**config.mk**
```make
export PLATFORM = sky130hd
export DESIGN_NAME = boot_rst_ctl
export DESIGN_NICKNAME = d
export VERILOG_FILES = /design/src/rtl/boot_rst_ctl.sv
export SDC_FILE = /design/constraint.sdc
export NUM_CORES = 1
export LEC_CHECK = 0
export BUFFER_PORTS_ARGS = -buffer_cell sky130_fd_sc_hd__buf_4
export CAP_MARGIN = 10
export CORE_AREA = 8 8 45 47
export DETAILED_ROUTE_END_ITERATION = 16
export DIE_AREA = 0 0 53 55
export PLACE_DENSITY = 0.61
export SLEW_MARGIN = 40
export SYNTH_ARGS = -nofsm -noshare
export SYNTH_HDL_FRONTEND = slang
export SYNTH_SLANG_ARGS = --single-unit
```
**constraint.sdc**
```tcl
create_clock -name clk -period 1.3 [get_ports clk]
set_input_delay 0.26 -clock clk [delete_from_list [all_inputs] [get_ports clk]]
set_output_delay 0.26 -clock clk [all_outputs]
set_load 0.05 [all_outputs]
```
**src/rtl/boot_rst_ctl.sv**
```systemverilog
module boot_rst_ctl #(
  parameter int ADDR_W    = 16,
  parameter logic [ADDR_W-1:0] LDR_BASE = 16'hF000,
  parameter int PULSE_CYC = 4
) (
  input  logic              clk,
  input  logic              por_i,
  input  logic              ext_rst_i,
  input  logic              opt_hw_boot_i,
  input  logic              opt_hw_boot2_i,
  input  logic              opt_ldr_en_i,
  input  logic              ctl_wr_i,
  input  logic [7:0]        ctl_wdata_i,
  output logic              cpu_rst_o,
  output logic              boot_ldr_o,
  output logic [ADDR_W-1:0] boot_vec_o
);
  localparam int CNT_W = $clog2(PULSE_CYC + 1);
  localparam logic [CNT_W-1:0] PULSE_LD = CNT_W'(PULSE_CYC);
  localparam logic [2:0] SW_KEY = 3'b101;

  typedef enum logic [1:0] {CAUSE_POR, CAUSE_EXT, CAUSE_SW} cause_t;

  cause_t           cause_q;
  logic [CNT_W-1:0] sw_cnt_q;
  logic             sw_busy, sw_req;

  assign sw_busy = (sw_cnt_q != '0);
  assign sw_req  = ctl_wr_i && (ctl_wdata_i[7:5] == SW_KEY) && !sw_busy;

  always_ff @(posedge clk or posedge por_i) begin
    if (por_i) begin
      cause_q  <= CAUSE_POR;
      sw_cnt_q <= '0;
    end else if (ext_rst_i) begin
      cause_q  <= CAUSE_EXT;
      sw_cnt_q <= '0;
    end else if (sw_busy) begin
      sw_cnt_q <= sw_cnt_q - 1'b1;
    end else if (sw_req) begin
      cause_q  <= CAUSE_SW;
      sw_cnt_q <= PULSE_LD;
    end
  end

  assign cpu_rst_o  = por_i || ext_rst_i || sw_busy;
  assign boot_ldr_o = opt_hw_boot_i && opt_ldr_en_i &&
                      ((cause_q == CAUSE_POR) || (cause_q == CAUSE_EXT && opt_hw_boot2_i));
  assign boot_vec_o = boot_ldr_o ? LDR_BASE : '0;
endmodule


```
==> impl_results.md <==
- Outcome: complete, but fails checks
- Violated checks: setup timing
- Hold WC Path Type: input pin to async pin
- Path type of the worst setup path: register to output port
- Net load switching power: 203 uW
- Number of core rows: 14
- Initial core utilization: 25.7%
- CTS Sinks: 5
- Warning count from the yosys run: 0
- Final critical-path share of the clock period: 128%
- Number of distinct library cells after synthesis: 15
- Max Fanout on Critical Path: 2
- Sort of element at the end of the critical path: output port
- Part of the total power dissipated in the clock network: 32.0%
- Critical Path, Cell by Cell: or4_4 > nand2b_4 > buf_6
- Final setup violating endpoints: 6
- H-tree depth reported by CTS: 1
- First-pass DRT Iterations: 2
- Initial antenna violation count: 0
- Height of the die: 55 um
- CTS Buffer Depth: 2
- Max frequency: 0.599 GHz
- Data required time of the critical path: 1.04 ns
- Average wire length per cell after detail routing: 10.2 um
- Layout cells sized above 1: 52.4%
- Max-cap viol count: 0
- Grt total ovfl: 0
- Gate power share: 38.3%
- Delay of the slowest cell on the worst path: 0.51 ns
- Wire length of the first global-routing pass: 1190 um
- DRC errors left: 0
- Fraction of power consumed by sequential logic: 29.7%
- CP startpoint kind: register
- Total count of max-transition violations in the final report: 0
- ANT cells: 0
- Overall power: 548 uW
- Post-route ant nets: 0
- Total Routed Length: 809 um
- Sw Ratio: 37.0%
- Routability congestion estimate from global placement: 0.761
- Overall via count from detail_route: 305
- Total global routing track utilization: 5.76%
- # nets final: 79
- Total clock buffers created by CTS: 3
- Clock period minus worst slack: 1.67 ns
- Flop and latch count out of synthesis: 5
- Instance count of the mapped netlist: 40
- Internal power of the cells: 345 uW
- Area fraction of the dominant cell type after synthesis: 35.2%
- Number of DRC markers in iteration 0: 3
- Clock latency reported for the late side of the worst-skew pair: 0.24 ns
- Area of the die: 2920 um2
- Area grow syn2layout: 63.4%
- Number of global-route vias before repair: 297
- Library cell with the largest summed area after synthesis: dfrtp_1
- IR drop worst, VDD: 0.447 mV
- Setup slack of the critical path after layout: -0.370 ns
- Number of port buffers: 15
- Leakage power: 0.297 nW
- Total count of hold-check failures in the final report: 0
- Die Span X: 53 um
- Cell Area, Synth: 355 um2
- TritonCTS clock tree: yes
- Slowest stage cell on the critical path: or4_4
- Count of hold-fix buffers inserted at cts: 0
- Clock skew: 0.00164 ns
- Data arrival time of the critical path: 1.41 ns
- Clock transition at the registers of the reported paths: 0.04 ns
- Ratio of total power to cell area: 943 nW/um2
- Area contributors post-synth: dfrtp_1 35%, buf_4 34%, nand2b_1 3.5%, o22ai_1 3.5%, or4_4 3.2%
- IO Count: 33
- Clk Tree Root Cell: clkbuf_4
- Final worst hold slack: 0.0596 ns
- Fill cells: 140
- Detailed-route vias per instance: 3.86
- Unrepaired setup endpoints after global routing: yes
- Mean post-synth cell area: 8.88 um2
- Core Area: 1380 um2
- Sequential share of the synthesized area: 35.2%
- Maximum number of pins on one net before global-route repair: 6
-- state kept, by name (all words and copies together), names as in the netlist --
signal	flops
sw_cnt_q	3
cause_q	2
-- layout make-up --
class	instances	area, um2	area share [%]
Timing Repair Buffer	24	225	38.8
Multi-Input combinational cell	28	176	30.4
Sequential cell	5	125	21.6
Clock buffer	4	26.3	4.53
Tap cell	16	20.0	3.45
Inverter	2	7.51	1.29
-- synth_stat cells, drive strengths merged --
| library cell | instances |
|---|---|
| nor3 | 2 |
| a21oi | 1 |
| dfrtp | 5 |
| conb | 1 |
| or3b | 1 |
| inv | 2 |
| nand2 | 2 |
| buf | 16 |
| nor2b | 1 |
| or4 | 1 |
| nor2 | 2 |
| nand4b | 1 |
| o22ai | 2 |
| o22a | 1 |
| nand2b | 2 |
-- critical path, delay by kind of cell (launching register included) --
kind	cells	cell delay [ns]
flip-flops	1	0.37
AND/OR/NAND/NOR	2	0.66
buffers and inverters	1	0.14
-- repair_timing --
item	in CTS	in global routing
resized for setup	8	5
buffers inserted	2	1
setup endpoints to repair	6	8
-- layout by cell type, fill, tap and decap left out --
cell and instances:
nand2_1 2, o22a_1 1, buf_4 17, nor3_4 1
nor2b_4 1, nand2b_1 1, nand4b_1 1, or3b_2 1
nor3_1 1, clkbuf_4 3, o22ai_2 1, buf_6 2
a21oi_1 1, inv_1 2, o22ai_1 1, conb_1 12
dfrtp_1 5, nor2_1 2, clkbuf_1 1, buf_8 5
or4_4 1, nand2b_4 1
-- power groups by stage --
| stage | sequential, mW | combinational [mW] | clock [mW] |
|---|---|---|---|
| 6_report | 0.162 | 0.210 | 0.175 |
| 5_1_grt | 0.163 | 0.220 | 0.205 |
| 4_1_cts | 0.162 | 0.201 | 0.185 |
| 3_5_place_dp | 0.165 | 0.187 | 0 |
| 3_3_place_gp | 0.165 | 0.185 | 0 |
| 2_1_floorplan | 0.165 | 0.177 | 0 |
-- kinds of logic after synthesis --
family	count (synthesis)	share of synthesized area [%]
flip-flops	5	35.2
AND/OR/NAND/NOR	12	20.4
AO/OA/AOI/OAI	4	7.39
buffers and inverters	18	35.9
other	1	1.06
-- final timing paths --
path / cells after the start / slack, ns / to / from
min: 3 / 0.06 / cause_q[1] / por_i
min reg2reg: 2 / 0.55 / sw_cnt_q[0] / sw_cnt_q[0]
min in group clk: 3 / 0.31 / sw_cnt_q[1] / ext_rst_i
max: 3 / -0.37 / cpu_rst_o / sw_cnt_q[1]
max reg2reg: 3 / 0.01 / cause_q[0] / sw_cnt_q[1]
max in group asynchronous: 3 / 1.13 / sw_cnt_q[2] / por_i
-- stage by stage --
step	setup WS, ns	TNS (ns)	instances	utilization (%)	instance area, um2
after global placement	-0.188	-0.206	72	34.7	480
after floorplan	-0.227	-1.01	51	-	438
after CTS	-0.383	-1.09	78	39.9	552
final	-0.370	-0.989	79	42.0	581
after detailed placement	-0.188	-0.212	72	34.7	480
after global routing	-0.417	-1.42	79	42.0	581
-- metal layers --
layer	GRT usage (%)	share of wire, %
met3	4.55	14
met2	8.79	51
met4	2.59	0
met1	5.68	36
met5	0	0
No activity file was read; power rests on OpenSTA's default activity.
